===== src/rtl/irq_route_pkg.sv =====
package irq_route_pkg;

    localparam int NUM_SRC  = 5;
    localparam int PEND_W   = 8;
    localparam int LVL_W    = 3;
    localparam int VEC_W    = 8;
    localparam int VEC_BASE = 25;

    localparam int IDX_CTLA = 0;
    localparam int IDX_CTLB = 1;
    localparam int IDX_ENET = 2;
    localparam int IDX_SER  = 3;
    localparam int IDX_NMI  = 4;

    typedef enum logic {
        MODE_ALT     = 1'b0,
        MODE_CLASSIC = 1'b1
    } route_mode_e;

    typedef struct packed {
        logic [LVL_W-1:0] lvl;
        logic [VEC_W-1:0] vec;
    } irq_out_t;

    // Pending position a source occupies under a routing mode.
    function automatic logic [2:0] pend_pos(input int src, input route_mode_e m);
        case (src)
            IDX_CTLA: return (m == MODE_CLASSIC) ? 3'd0 : 3'd5;
            IDX_CTLB: return 3'd1;
            IDX_ENET: return 3'd2;
            IDX_SER:  return 3'd3;
            default:  return 3'd6;
        endcase
    endfunction

    // Source that bypasses the pending vector under a routing mode.
    function automatic logic diverted(input int src, input route_mode_e m);
        return (m == MODE_CLASSIC) && (src == IDX_ENET);
    endfunction

    // Highest set position wins; empty vector yields zeros.
    function automatic irq_out_t encode(input logic [PEND_W-1:0] p);
        irq_out_t r;
        r = '0;
        for (int i = 0; i < PEND_W; i++) begin
            if (p[i]) begin
                r.lvl = LVL_W'(i + 1);
                r.vec = VEC_W'(i + VEC_BASE);
            end
        end
        return r;
    endfunction

endpackage


===== src/rtl/irq_src_map.sv =====
module irq_src_map
    import irq_route_pkg::*;
(
    input  logic               clk,
    input  logic               rst,
    input  logic               classic,
    input  logic [NUM_SRC-1:0] lvl,
    output logic [PEND_W-1:0]  pend_q,
    output logic               slot_q
);

    route_mode_e        mode_sel;
    logic [PEND_W-1:0]  pend_nxt;
    logic               slot_nxt;

    assign mode_sel = route_mode_e'(classic);

    always_comb begin
        pend_nxt = '0;
        slot_nxt = (mode_sel == MODE_CLASSIC) & lvl[IDX_ENET];
        for (int s = 0; s < NUM_SRC; s++) begin
            if (!diverted(s, mode_sel)) begin
                pend_nxt[pend_pos(s, mode_sel)] = pend_nxt[pend_pos(s, mode_sel)] | lvl[s];
            end
        end
    end

    always_ff @(posedge clk) begin
        if (rst) begin
            pend_q <= '0;
            slot_q <= 1'b0;
        end else begin
            pend_q <= pend_nxt;
            slot_q <= slot_nxt;
        end
    end

    // in classic mode the Ethernet level stays out of the pending vector
    a_r2_enet_diverted: assert property (@(posedge clk) disable iff (rst)
        classic |=> !pend_q[2]);

    // passthrough is quiet in alternate mode
    a_r4_slot_quiet: assert property (@(posedge clk) disable iff (rst)
        !classic |=> !slot_q);

    // ctrl A position follows the mode that was live at capture
    a_r11_ctla_rebuilt: assert property (@(posedge clk) disable iff (rst)
        (classic && !lvl[0]) |=> !pend_q[0] && !pend_q[5]);

    // a dropped serial request leaves no pending bit
    a_r5_level_drop: assert property (@(posedge clk) disable iff (rst)
        !lvl[3] |=> !pend_q[3]);

endmodule


===== src/rtl/irq_nmi_pulse.sv =====
module irq_nmi_pulse #(
    parameter int HOLD = 100
) (
    input  logic clk,
    input  logic rst,
    input  logic trig,
    output logic active
);

    localparam int CW = $clog2(HOLD + 1);

    logic [CW-1:0] cnt_q;

    always_ff @(posedge clk) begin
        if (rst) begin
            cnt_q <= '0;
        end else if (trig) begin
            cnt_q <= CW'(HOLD);
        end else if (cnt_q != '0) begin
            cnt_q <= cnt_q - 1'b1;
        end
    end

    assign active = (cnt_q != '0);

    // every trigger reloads the full count, even mid-pulse
    a_r10_reload: assert property (@(posedge clk) disable iff (rst)
        trig |=> cnt_q == CW'(HOLD));

    // the count never exceeds the hold length
    a_r9_bounded: assert property (@(posedge clk) disable iff (rst)
        cnt_q <= CW'(HOLD));

    // reset cancels a running pulse
    a_r8_cancel: assert property (@(posedge clk)
        rst |=> !active);

endmodule


===== src/rtl/irq_prio_enc.sv =====
module irq_prio_enc
    import irq_route_pkg::*;
(
    input  logic              clk,
    input  logic              rst,
    input  logic [PEND_W-1:0] pend,
    output logic [LVL_W-1:0]  lvl_q,
    output logic [VEC_W-1:0]  vec_q
);

    irq_out_t enc;

    assign enc = encode(pend);

    always_ff @(posedge clk) begin
        if (rst) begin
            lvl_q <= '0;
            vec_q <= '0;
        end else begin
            lvl_q <= enc.lvl;
            vec_q <= enc.vec;
        end
    end

    // empty pending vector yields zero outputs next cycle
    a_r7_idle_zero: assert property (@(posedge clk) disable iff (rst)
        (pend == '0) |=> (lvl_q == '0) && (vec_q == '0));

    // the top populated position dominates all lower ones
    a_r6_top_wins: assert property (@(posedge clk) disable iff (rst)
        pend[6] |=> (lvl_q == LVL_W'(7)) && (vec_q == VEC_W'(VEC_BASE + 6)));

endmodule


===== src/rtl/irq_router.sv =====
module irq_router
    import irq_route_pkg::*;
#(
    parameter int NMI_HOLD = 100
) (
    input  logic               clk,
    input  logic               rst,
    input  logic               route_classic,
    input  logic [NUM_SRC-1:0] src_req,
    input  logic               nmi_trigger,
    output logic [LVL_W-1:0]   irq_level,
    output logic [VEC_W-1:0]   irq_vector,
    output logic               slot_irq
);

    logic               nmi_active;
    logic [NUM_SRC-1:0] eff_req;
    logic [PEND_W-1:0]  pend;

    irq_nmi_pulse #(.HOLD(NMI_HOLD)) u_nmi (
        .clk    (clk),
        .rst    (rst),
        .trig   (nmi_trigger),
        .active (nmi_active)
    );

    always_comb begin
        eff_req          = src_req;
        eff_req[IDX_NMI] = src_req[IDX_NMI] | nmi_active;
    end

    irq_src_map u_map (
        .clk     (clk),
        .rst     (rst),
        .classic (route_classic),
        .lvl     (eff_req),
        .pend_q  (pend),
        .slot_q  (slot_irq)
    );

    irq_prio_enc u_enc (
        .clk   (clk),
        .rst   (rst),
        .pend  (pend),
        .lvl_q (irq_level),
        .vec_q (irq_vector)
    );

    // a pulse start reaches the level output two edges later
    a_r12_nmi_latency: assert property (@(posedge clk) disable iff (rst)
        nmi_active |=> ##1 (irq_level == LVL_W'(7)));

endmodule


===== config.mk =====
export PLATFORM = sky130hd
export DESIGN_NAME = irq_router
export DESIGN_NICKNAME = d
export VERILOG_FILES = /design/src/rtl/irq_route_pkg.sv /design/src/rtl/irq_src_map.sv /design/src/rtl/irq_nmi_pulse.sv /design/src/rtl/irq_prio_enc.sv /design/src/rtl/irq_router.sv
export SDC_FILE = /design/constraint.sdc
export NUM_CORES = 1
export LEC_CHECK = 0
export BUFFER_PORTS_ARGS = -buffer_cell sky130_fd_sc_hd__buf_4
export CORE_AREA = 2 2 45 47
export CTS_CLUSTER_DIAMETER = 120
export DETAILED_ROUTE_END_ITERATION = 7
export DIE_AREA = 0 0 47 49
export PLACE_DENSITY_LB_ADDON = 0.12
export SLEW_MARGIN = 20
export SYNTH_ARGS = -nofsm -noshare
export SYNTH_HDL_FRONTEND = slang
export SYNTH_SLANG_ARGS = --single-unit

===== constraint.sdc =====
create_clock -name clk -period 1.75 [get_ports clk]
set_clock_uncertainty 0.1 [all_clocks]
set_input_delay 0.4375 -clock clk [delete_from_list [all_inputs] [get_ports clk]]
set_output_delay 0.4375 -clock clk [all_outputs]
set_load 0.02 [all_outputs]

# After elaboration in Yosys (flattened, before gate mapping)
# Memory sizes are Yosys's and may differ from the RTL's.
# Index checks and enable logic that the tools add are counted.
totals:
  rom_bits: 8
  reg_bits: 27
  output_inout_bits: 12
  n_memories: 1
  in_bits: 9
classes:
  muxes: 21
  reduce_logical: 7
  add_sub_neg: 1
  order_cmp: 4
  n_bitwise: 8
mem_list:
  columns: ["name", "words", "width", "read_ports", "rd_ports_with_merged_regs", "write_ports", "line", "source"]
  rows:
  - ["(name not given)", 8, 1, 1, 0, 0, "irq_src_map.sv:23", "pend_nxt[pend_pos(s, mode_sel)] = pend_nxt[pend_pos(s, mode_sel)] | lvl[s];"]
ops:
  columns: ["cell", "count"]
  rows:
  - ["$mux W11", 4]
  - ["$mux W10", 2]
  - ["$mux W7", 2]
  - ["$mux W9", 1]
  - ["$and A8 B8 Y8", 1]
  - ["$bwmux W8", 1]
  - ["$lt A3 B4 Y1 const B", 2]
  - ["$mux W8", 1]
  - ["$reduce_or A8 Y1", 1]
  - ["$reduce_bool A7 Y1", 1]
  - ["$sub A7 B1 Y7 const B", 1]
  - ["$demux W1 S3", 2]
  - ["$ge A3 B1 Y1 const B", 2]
  - ["$mux W3", 2]
  - ["$mux W6", 1]
  - ["$or A1 B1 Y1", 6]
  - ["$mux W1", 4]
  - ["$reduce_or A2 Y1", 2]
  - ["$bmux W1 S3", 1]
  - ["$logic_and A1 B1 Y1", 2]
  - ["$reduce_bool A2 Y1", 1]
  - ["$and A1 B1 Y1", 1]

# Longest topological paths before layout
# Gate-level depths: netlist of run 1.
depth:
  ltp_word: 13
  ltp_mapped: 5
  ltp_nobuf: 5

# Hierarchy
# Synthesis of run 1 repeated with hierarchy kept, for this count alone.
unflattened:
  hier_cells: 83
  area_unflattened_um2: 835.8
modules_own_cells:
  columns: ["mod", "n_inst", "cells_per_inst", "area_per_inst_um2"]
  rows:
  - ["irq_nmi_pulse", 1, 37, 361.6]
  - ["irq_prio_enc", 1, 28, 247.7]
  - ["irq_src_map", 1, 17, 220.2]
  - ["irq_router", 1, 1, 6.3]

# Worst setup path before layout of run 1
# Ideal clock, no wire load.
synth_timing:
  path_type: "register -> register"
  startpoint: "register u_nmi.cnt_q[3]"
  endpoint: "register u_nmi.cnt_q[1]"
  path_slack_ns: 0.406
  stages_incl_launch_ff: 4
  t_arrival_ns: 1.122
  n_path_buf: 0
  path_cell_list: "dfxtp_1 or4_4 nor3_1 a211oi_1"
synth_between:
  elab_chain_cells: 1
synth_rtl:
  columns: ["item", "line", "source"]
  rows:
  - ["start, declared", "irq_nmi_pulse.sv:12", "logic [CW-1:0] cnt_q;"]
  - ["start signal, assigned", "irq_nmi_pulse.sv:18", "cnt_q <= CW'(HOLD);"]
  - ["start signal, assigned", "irq_nmi_pulse.sv:20", "cnt_q <= cnt_q - 1'b1;"]
  - ["$reduce_bool A7 Y1", "irq_nmi_pulse.sv:19", "end else if (cnt_q != '0) begin"]
# No other way between the ends.
# A chain may end at the register's enable or synchronous reset.

# Final worst setup path of run 1
# Ends and elaborated chain as after synthesis.

==> results by group, run 1 <==
Synth
  – Synth Area in XOR/XNOR: under 10%
  – Synth unique cells: 27
  – Multiplexer share of the synthesized area: 0%
  – Mean cell area of the mapped netlist: about 9.4 um2
  – Largest family of logic cells by synthesized area: simple AND/OR/NAND/NOR gates
  – Cell taking the most area after synthesis: dfxtp_1
  – Synth Area in Compound Gates: between 10% and 20%
  – Post-synthesis simple-gate area fraction: between 20% and 30%
  – Mapped cell area: about 730 um2
  – Yosys warns: 0
  – Synth Register Bits: 18
  – Post-synth EDFFs: 0
  – Most common cell in the netlist: dfxtp_1
  – Post-synthesis sequential area ratio: 49.4%
  – Ys flop type: dfxtp_1
  – Synth cell count leaders: dfxtp_1 (18), a21oi_1 (8), nor3_1 (8)
  – Adder and majority gate portion of the synthesized area: about 1.7%
  – Async SR Flop Fraction: 0%
  – Top cells by area, synth: dfxtp_1 (49%), buf_4 (7.2%), a21oi_1 (5.5%)
  – Mapped Cells: between 70 and 80
  – Area share of the largest cell type after synthesis: just under 50%

Pwr
  – Logic pwr share: between 20% and 30%
  – Worst vdd ir: about 0.64 mV
  – Seq pwr share: 51.6%
  – Net switching power figure: between 0.2 and 0.3 mW
  – Switching share of power: between 20% and 30%
  – Leak: between 0.3 and 0.4 nW
  – Clock Power Share: 27.9%
  – Cell area power density: 1030 mW/mm2
  – Cell Int Power: 0.656 mW

Floorplan
  – Initial Utilization: around two fifths
  – Die Width: around 47 um
  – Rows: 16
  – Die height: around 50 um
  – # IOs: 21
  – Area of the die: ~0.0023 mm2
  – Core ar.: 0.00184 mm2

Place
  – IO buf count: 17
  – DP HPWL: 882 um
  – GP Congestion: roughly 0.75
  – Area after DPL: 842 um2
  – Pre-CTS WS: ~0.34 ns
  – Dpl cells: between 100 and 150

Global routing
  – Largest net degree at the start of global routing: 16
  – Initial antenna violation count: 0
  – Remaining Overflow, GRT: 0
  – First-pass GRT wire length: roughly 2.0 mm
  – Vias in the first global route: around 480
  – GR Util All Layers: between 10 and 15%

Routing
  – WL/cell: 10.1 um
  – Via-to-Cell Ratio: 4.66
  – Vias: between 500 and 600
  – Iteration-0 DRC Markers: 5
  – DRC errors left: 0
  – Routed Wire Length: 1.21 mm
  – Routed Antenna Nets: 0
  – Drt first pass iters: 4

Clocking
  – Worst-path clk slew: roughly 0.10 ns
  – # H-tree levels: 1
  – Worst skew pair latency: 0.29 ns
  – CTS Root Cell: clkbuf_4
  – CTS tree: done
  – Hold-fix buffers, CTS: 0
  – Postcts setup bufs: 0
  – Cts repair resizes: 0
  – Num CTS Buffers: 3
  – # clock sinks: 18
  – Clk buf depth: 2

STA
  – Pins Over Slew Limit: 0
  – Setup ws final: approximately 0.32 ns
  – RSZ-0062 raised after global routing: no
  – Hold Vio Cnt, Final: 0
  – Fin crit share: between 80 and 90%
  – Peak Freq: between 600 and 700 MHz
  – Final setup fails: 0
  – Minimum clock period: 1.43 ns
  – Fin Setup TNS: 0 ns

Finish
  – Fraction of final layout cells sized beyond drive strength 1: 25.8%
  – # nets final: approximately 100
  – Footprint of the multi-input gates: ~300 um2
  – Fin cells: between 100 and 150
  – Fill cell total of the finished layout: 188
  – ANT cells: 0
  – Design area: roughly 880 um2
  – Reg area: 360 um2
  – Layout area overhead: 20.4%

Setup path
  – WP data arrival: 1.51 ns
  – Crit path kind: flop to flop
  – Crit end category: flop
  – CP max FO: 5
  – Crit start category: flop
  – WP data required: approximately 1.8 ns

Job
  – Max Cap Violations: 0

Status
  – Status: finished, final reports clean

Hold path
  – Hold Path Class: input port to flop
[kinds of logic (layout without fill, tap and decap cells)]
family                     after synthesis  count (layout)
adders and majority gates                1               1
DFF                                     18              18
xor gates and xnor gates                 2               2
and+or+nand+nor                         28              28
other                                    1               3
buffers and inverters                   13              26
AOI/OAI and AO/OA                       15              15
[area by class of cell]
| class | instances | share of cell area, % |
|---|---|---|
| Multi-Input combinational cell | 49 | 34.3 |
| Tap cell | 27 | 3.85 |
| Sequential cell | 18 | 41.0 |
| Inverter | 5 | 2.14 |
| Timing Repair Buffer | 17 | 14.5 |
| Clock buffer | 4 | 4.13 |
[metal layers]
layer	GRT usage, %	share of wire [%]
met2	15.8	40
met4	5.56	1.7
met5	0	0
met3	6.67	6.9
met1	17.7	51
[power groups by stage]
stage	logic (mW)	registers, mW	clock network [mW]
4_1_cts	0.186	0.468	0.265
3_3_place_gp	0.187	0.478	0
6_report	0.186	0.469	0.253
5_1_grt	0.209	0.474	0.283
3_5_place_dp	0.185	0.478	0
2_1_floorplan	0.133	0.484	0
[critical path, stage by stage (launching register included)]
cell      delay (ns)
dfxtp_1         0.38
or4_4           0.59
nor3_1          0.19
a211oi_1        0.07
[path summary, 6_finish.rpt]
check / startpoint / endpoint / slack, ns / depth (start not counted)
worst max-delay path: u_nmi.cnt_q[3] / u_nmi.cnt_q[1] / 0.32 / 3
worst min-delay path: route_classic / u_map.pend_q[2] / 0.23 / 2
worst max register to register: u_nmi.cnt_q[3] / u_nmi.cnt_q[1] / 0.32 / 3
worst min register to register: u_map.pend_q[6] / u_enc.lvl_q[0] / 0.37 / 2
[through the flow]
stage | power (mW) | hold WS (ns) | utilization (%)
6_report | 0.908 | 0.227 | 47.7
3_5_place_dp | 0.663 | 0.358 | 45.7
2_1_floorplan | 0.617 | 0.338 | -
5_1_grt | 0.965 | 0.211 | 47.7
3_3_place_gp | 0.665 | 0.359 | 45.7
4_1_cts | 0.919 | 0.215 | 47.7
[registers in the layout (all words and copies together), names as in the netlist]
name,count
u_enc.vec_q,2
u_map.pend_q,6
u_nmi.cnt_q,7
u_map.slot_q,1
u_enc.lvl_q,2
[placed cells by master, fill, tap and decap left out, drive strengths merged, types with 2 or more instances in the layout]
master / count
conb: 3
clkbuf: 4
a21oi: 8
buf: 17
nor3b: 3
inv: 5
dfxtp: 18
o21ai: 2
and3b: 2
nor2: 5
nor2b: 4
nor3: 8
Note: power is estimated with default switching activity, not from simulation.
==> run 2, diff against run 1 <==
Clock period 1.75 ns to 1.3 ns, I/O delays scaled along.
==> run 2 against run 1 <==
  * The flow now finishes with violations (setup timing)
  * Largest power group unchanged
  * Worst setup slack got worse by 0.44 ns
  * Design area rose by 19%
  * Die area did not move
  * Critical path depth did not move
  * Largest cell class unchanged
  * Cell count rose by 10%
  * Routed wire length rose by 32%
==> results by group, run 2 (synthesis gave the netlist of run 1 again) <==
Setup path
  – Critical-path cell list: or4_4, nor3_4, nor3_1
  – Cell count along the critical path: 3 (unchanged)
  – Crit path kind: flop to flop
  – CP max-delay cell: or4_4
  – Crit path largest cell delay: 0.60 ns (about the same)
  – WP data required: 1.39 ns (-0.44 ns)
  – Crit start category: flop
  – Reg2reg start: u_nmi.cnt_q[5]
  – R2R Path End: u_nmi.cnt_q[0]
  – Depth of the worst register-to-register path: 3 (unchanged)
  – CP max FO: 5 (unchanged)
  – Crit end category: flop
  – WP data arrival: 1.51 ns (about the same)
  – Largest delay share family, worst path: simple AND/OR/NAND/NOR gates
  – Worst Path Buf+Inv: 0 (unchanged)
  – Reg-to-reg slack, setup: -0.12 ns (-0.44 ns)

Pwr
  – Cell Int Power: 0.961 mW (+47%)
  – Clock Power Share: 25.3% (-2.6 points)
  – Worst vdd ir: 0.742 mV (+16%)
  – Logic pwr share: 28.1% (+7.6 points)
  – Switching share of power: 29.2% (+1.4 points)
  – Net switching power figure: 0.397 mW (+57%)
  – Leak: 0.466 nW (+19%)
  – Seq pwr share: 46.6% (-5.0 points)
  – Cell area power density: 1300 mW/mm2 (+26%)

Global routing
  – Remaining Overflow, GRT: 0 (unchanged)
  – Vias in the first global route: 617 (+29%)
  – Largest net degree at the start of global routing: 15 (-1)
  – GR Util All Layers: 16.1% (+3.5 points)
  – First-pass GRT wire length: 2.63 mm (+29%)
  – Initial antenna violation count: 0 (unchanged)

STA
  – Final setup fails: 7 (+7)
  – Minimum clock period: 1.42 ns (-0.0109 ns)
  – RSZ-0062 raised after global routing: yes
  – Hold slack: 0.109 ns (-0.118 ns)
  – Fin crit share: 109% (+27 points)
  – Pins Over Slew Limit: 0 (unchanged)
  – Peak Freq: 705 MHz (+0.77%)
  – Fin Setup TNS: -0.430 ns (-0.430 ns)
  – Setup ws final: -0.119 ns (-0.439 ns)
  – Hold Vio Cnt, Final: 0 (unchanged)

Floorplan
  – Die Width: 47 um (unchanged)
  – Die height: 49 um (unchanged)
  – Core ar.: 0.00184 mm2 (unchanged)
  – Area of the die: 0.00230 mm2 (unchanged)
  – Rows: 16 (unchanged)
  – # IOs: 21 (unchanged)
  – Initial Utilization: 39.6% (unchanged)

Routing
  – DRC errors left: 0 (unchanged)
  – Via-to-Cell Ratio: 4.68 (+0.50%)
  – Drt first pass iters: 4 (unchanged)
  – WL/cell: 12.0 um (+20%)
  – Vias: 618 (+11%)
  – Iteration-0 DRC Markers: 11 (+6)
  – Routed Antenna Nets: 0 (unchanged)
  – Routed Wire Length: 1.59 mm (+32%)

Finish
  – Fill cell total of the finished layout: 177 (-5.9%)
  – ANT cells: 0 (unchanged)
  – Largest regs: u_nmi.cnt_q (7), u_map.pend_q (6)
  – Design area: 0.00104 mm2 (+19%)
  – # nets final: 116 (+12%)
  – Most frequent cells in the layout: buf_4 (28), dfxtp_1 (13), a21oi_1 (8)
  – Layout area overhead: 43.1%
  – Top reg by flops: u_nmi.cnt_q
  – Fraction of final layout cells sized beyond drive strength 1: 50.5% (+25 points)
  – Max reg flops: 7 (unchanged)
  – Commonest non-fill, non-tap cell in the layout: buf_4

Status
  – Failing checks: setup timing
  – Status: complete, but fails checks

Clocking
  – Clk buf depth: 2 (unchanged)
  – Worst skew pair latency: 0.29 ns (about the same)
  – Hold-fix buffers, CTS: 0 (unchanged)
  – CTS tree: done
  – # H-tree levels: 1 (unchanged)
  – # clock sinks: 18 (unchanged)
  – Num CTS Buffers: 3 (unchanged)
  – CTS Root Cell: clkbuf_4
  – Worst-path clk slew: 0.10 ns (about the same)

Hold path
  – Hold EP: u_map.pend_q[5]
  – Hold Path Class: input port to flop
  – Hold wc startpoint: route_classic
  – Hold depth: 2 (unchanged)

Place
  – IO buf count: 17 (unchanged)
  – Area after DPL: 935 um2 (+11%)
  – Pre-CTS WS: -0.0559 ns (-0.394 ns)
  – DP HPWL: 1.03 mm (+16%)
  – GP Congestion: 0.809 (+8.1%)

Job
  – Max Cap Violations: 0 (unchanged)
[run 2: changes by cell type in the layout (fill, tap and decap cells not counted), sizes merged]
cell	change
buf	+12
[run 2: cell type report]
cell class / count / area (um2) / share of cell area (%)
tap: 27 / 33.8 / 3.24
inverter: 5 / 18.8 / 1.80
sequential: 18 / 367 / 35.1
multi-input combinational: 49 / 367 / 35.1
timing repair buffer: 29 / 221 / 21.2
clock buffer: 4 / 36.3 / 3.48
[run 2: what timing repair did]
| item | 4_1_cts | 5_1_grt |
|---|---|---|
| pin swaps | 3 | 7 |
| setup buffers | 1 | 1 |
| gates resized for setup | 11 | 5 |
| endpoints found under the setup margin | 8 | 8 |
[run 2: per-stage QoR]
step	util [%]	cells	power, mW
after global routing	56.7	132	1.44
after global placement	50.7	126	0.954
after floorplan	-	80	0.841
after CTS	55.0	131	1.34
after detailed placement	50.7	126	0.956
final	56.7	132	1.36
[run 2: layer usage]
layer  wire length, um  vias up  GRT usage (%)  part of all wire (%)
li1                  -      313              -                     -
met1               726      285           21.4                    46
met2               788       20           23.7                    50
met3                74        0           4.44                   4.7
met4                 0        0           6.94                     0
met5                 0        -              0                     0
[run 2: how the worst max path moves through the flow]
stage | startpoint | end | slack (ns)
6_report | u_nmi.cnt_q[5] | u_nmi.cnt_q[0] | -0.12
5_1_grt | u_nmi.cnt_q[5] | u_nmi.cnt_q[1] | -0.13
4_1_cts | u_nmi.cnt_q[5] | u_nmi.cnt_q[0] | -0.05
3_5_place_dp | u_nmi.cnt_q[0] | u_nmi.cnt_q[2] | -0.06
3_3_place_gp | u_nmi.cnt_q[0] | u_nmi.cnt_q[5] | -0.06
2_1_floorplan | u_nmi.cnt_q[0] | u_nmi.cnt_q[2] | -0.008
[run 2: power by group through the flow]
| stage | Combinational (mW) | Clock (mW) | Sequential [mW] |
|---|---|---|---|
| 2_1_floorplan | 0.187 | 0 | 0.654 |
| 3_3_place_gp | 0.316 | 0 | 0.638 |
| 3_5_place_dp | 0.317 | 0 | 0.639 |
| 4_1_cts | 0.348 | 0.360 | 0.630 |
| 5_1_grt | 0.415 | 0.386 | 0.637 |
| 6_report | 0.382 | 0.343 | 0.633 |
[run 2: worst reg2reg max path, cell delays in order (launching register included)]
cell     delay, ns
dfxtp_2       0.33
or4_4         0.60
nor3_4        0.20
nor3_1        0.09
==> run 3, diff against run 2 <==
Settings changed: ABC_AREA set to 1, CORE_AREA 2 2 45 47 to 2 2 46 48, CTS_CLUSTER_DIAMETER 120 to unset, DIE_AREA 0 0 47 49 to 0 0 48 50.
==> run 3 against run 2 <==
  * The run now ends clean
  * Sequential cell count is the same
  * Sequential power barely moved
  * Via count decreased by 3.2%
  * Critical path depth increased by 4
  * Power is 5.2% lower
==> results by group, run 3 <==
Clocking
  – # clock sinks: 18 (unchanged)
  – CTS tree: done
  – Num CTS Buffers: 3 (unchanged)
  – Worst-path clk slew: 0.10 ns (about the same)
  – Worst skew pair latency: 0.29 ns (about the same)
  – Hold-fix buffers, CTS: 0 (unchanged)
  – # H-tree levels: 1 (unchanged)
  – CTS Root Cell: clkbuf_4
  – Clk buf depth: 2 (unchanged)

Finish
  – # nets final: 119 (+2.6%)
  – Top reg by flops: u_nmi.cnt_q
  – Layout area overhead: 26.2%
  – Largest regs: u_nmi.cnt_q (7), u_map.pend_q (6)
  – Max reg flops: 7 (unchanged)
  – Commonest non-fill, non-tap cell in the layout: buf_4
  – ANT cells: 0 (unchanged)
  – Fraction of final layout cells sized beyond drive strength 1: 40.7% (-9.7 points)
  – Most frequent cells in the layout: buf_4 (21), dfxtp_1 (16), inv_1 (14)
  – Fill cell total of the finished layout: 190 (+7.3%)

STA
  – Fin Setup TNS: 0 ns (+0.430 ns)
  – Final setup fails: 0 (-7)
  – RSZ-0062 raised after global routing: no
  – Minimum clock period: 1.23 ns (-0.185 ns)
  – Pins Over Slew Limit: 0 (unchanged)
  – Hold Vio Cnt, Final: 0 (unchanged)
  – Fin crit share: 94.9% (-14 points)
  – Peak Freq: 810 MHz (+15%)
  – Hold slack: 0.101 ns (-0.00865 ns)

Floorplan
  – Die height: 50 um (+2.0%)
  – Area of the die: 0.00240 mm2 (+4.2%)
  – Rows: 16 (unchanged)
  – # IOs: 21 (unchanged)
  – Core ar.: 0.00190 mm2 (+3.3%)
  – Initial Utilization: 40.7% (+1.1 points)
  – Die Width: 48 um (+2.1%)

Job
  – Max Cap Violations: 0 (unchanged)

Status
  – Status: finished, final reports clean

Hold path
  – Hold Path Class: input port to flop

Synth
  – Synth cell count leaders: dfxtp_1 (18), inv_1 (16), buf_4 (7)
  – Synth unique cells: 25 (-7.4%)
  – Post-synthesis sequential area ratio: 46.5% (-2.9 points)
  – Ys flop type: dfxtp_1
  – Largest family of logic cells by synthesized area: simple AND/OR/NAND/NOR gates
  – Post-synthesis simple-gate area fraction: 22.3% (-1.0 points)
  – Synth Register Bits: 18 (unchanged)
  – Multiplexer share of the synthesized area: 0% (unchanged)
  – Mapped cell area: 774 um2 (+6.2%)
  – Area share of the largest cell type after synthesis: 46.5% (-2.9 points)
  – Mean cell area of the mapped netlist: 8.70 um2 (-6.9%)
  – Cell taking the most area after synthesis: dfxtp_1
  – Post-synth EDFFs: 0 (unchanged)
  – Top cells by area, synth: dfxtp_1 (47%), inv_1 (7.8%), buf_4 (6.8%)
  – Yosys warns: 0 (unchanged)
  – Synth Area in Compound Gates: 10.7% (-1.7 points)
  – Mapped Cells: 89 (+14%)
  – Async SR Flop Fraction: 0% (unchanged)
  – Adder and majority gate portion of the synthesized area: 1.62% (-0.10 points)
  – Most common cell in the netlist: dfxtp_1
  – Synth Area in XOR/XNOR: 2.26% (-0.14 points)

Routing
  – Routed Antenna Nets: 0 (unchanged)
  – Via-to-Cell Ratio: 4.43 (-5.4%)
  – Vias: 598 (-3.2%)
  – Iteration-0 DRC Markers: 11 (unchanged)
  – DRC errors left: 0 (unchanged)
  – WL/cell: 9.36 um (-22%)
  – Routed Wire Length: 1.26 mm (-21%)
  – Drt first pass iters: 4 (unchanged)

Global routing
  – Remaining Overflow, GRT: 0 (unchanged)
  – Vias in the first global route: 541 (-12%)
  – First-pass GRT wire length: 2.22 mm (-15%)
  – GR Util All Layers: 12.8% (-3.2 points)
  – Largest net degree at the start of global routing: 16 (+1)
  – Initial antenna violation count: 0 (unchanged)

Setup path
  – Crit end category: flop
  – WP data required: 1.39 ns (about the same)
  – Crit path kind: flop to flop
  – CP max FO: 8 (+3)
  – WP data arrival: 1.32 ns (-0.19 ns)
  – Crit start category: flop

Pwr
  – Cell area power density: 1320 mW/mm2 (+1.2%)
  – Leak: 0.461 nW (-1.1%)
  – Total power: 1.29 mW (-5.2%)
  – Worst vdd ir: 0.792 mV (+6.7%)

Place
  – IO buf count: 17 (unchanged)
  – DP HPWL: 985 um (-4.1%)
  – GP Congestion: 0.776 (-4.1%)
-- run 3: changes by cell type after synthesis, sizes merged, moves of 2 or more --
cell	delta
inv	+13
nand3	+6
nor2	+5
nor2b	-4
nor3b	-3
a31oi	+2
and3b	-2
nand2	+2
-- run 3: final timing paths --
check,startpoint,endpoint,slack (ns),cells past startpoint
setup / recovery,u_nmi.cnt_q[1],u_nmi.cnt_q[0],0.07,7
hold reg to reg,u_nmi.cnt_q[0],u_nmi.cnt_q[0],0.36,1
setup reg to reg,u_nmi.cnt_q[1],u_nmi.cnt_q[0],0.07,7
hold / removal,route_classic,u_map.pend_q[2],0.10,2
-- run 3: per-stage QoR --
stage          cells  worst slack (ns)  utilization, %  cell area, um2
5_1_grt          135           0.00370            51.4             977
6_report         135            0.0661            51.4             977
3_3_place_gp     129            0.0693            47.4             901
2_1_floorplan     91            0.0401               -             782
3_5_place_dp     129            0.0255            47.4             901
4_1_cts          133           0.00879            49.3             937
-- run 3: cell type report --
cell class                      instances  area [um2]  area share, %
Tap cell                               27        33.8           3.46
Multi-Input combinational cell         47         317           32.4
Timing Repair Buffer                   21         158           16.1
Inverter                               18        67.6           6.91
Sequential cell                        18         365           37.4
Clock buffer                            4        36.3           3.71
-- run 3: repair_timing --
action	in CTS	in global routing
hold endpoints to repair	0	0
setup endpoints to repair	0	7
resized for setup	0	9
buffers inserted	0	2
-- run 3: where the power goes --
group	switching, mW	internal [mW]
logic	0.175	0.140
registers	0.0340	0.597
clock network	0.171	0.171
-- run 3: kinds of logic (layout without fill, tap and decap cells) --
kind of cell             count (synthesis)  count (layout)
adder cells (fa/ha/maj)                  1               1
buffers and inverters                   26              43
other                                    1               3
flip-flops                              18              18
AND/OR/NAND/NOR                         27              27
XOR/XNOR                                 2               2
AO/OA/AOI/OAI                           14              14
-- run 3: worst max-delay path, stage by stage, from the launching register on --
cell,delay (ns)
dfxtp_4,0.36
inv_2,0.06
ha_4,0.14
inv_2,0.05
nor2_4,0.09
nand3_4,0.12
o21ai_2,0.16
a21oi_1,0.05
-- run 3: per-layer routing --
| metal | share of wire [%] | wire, um | global-route usage [%] |
|---|---|---|---|
| met1 | 51 | 640 | 19.1 |
| met2 | 43 | 538 | 16.4 |
| met3 | 5.9 | 74 | 4.40 |
| met4 | 0.87 | 11 | 5.41 |
| met5 | 0 | 0 | 0 |
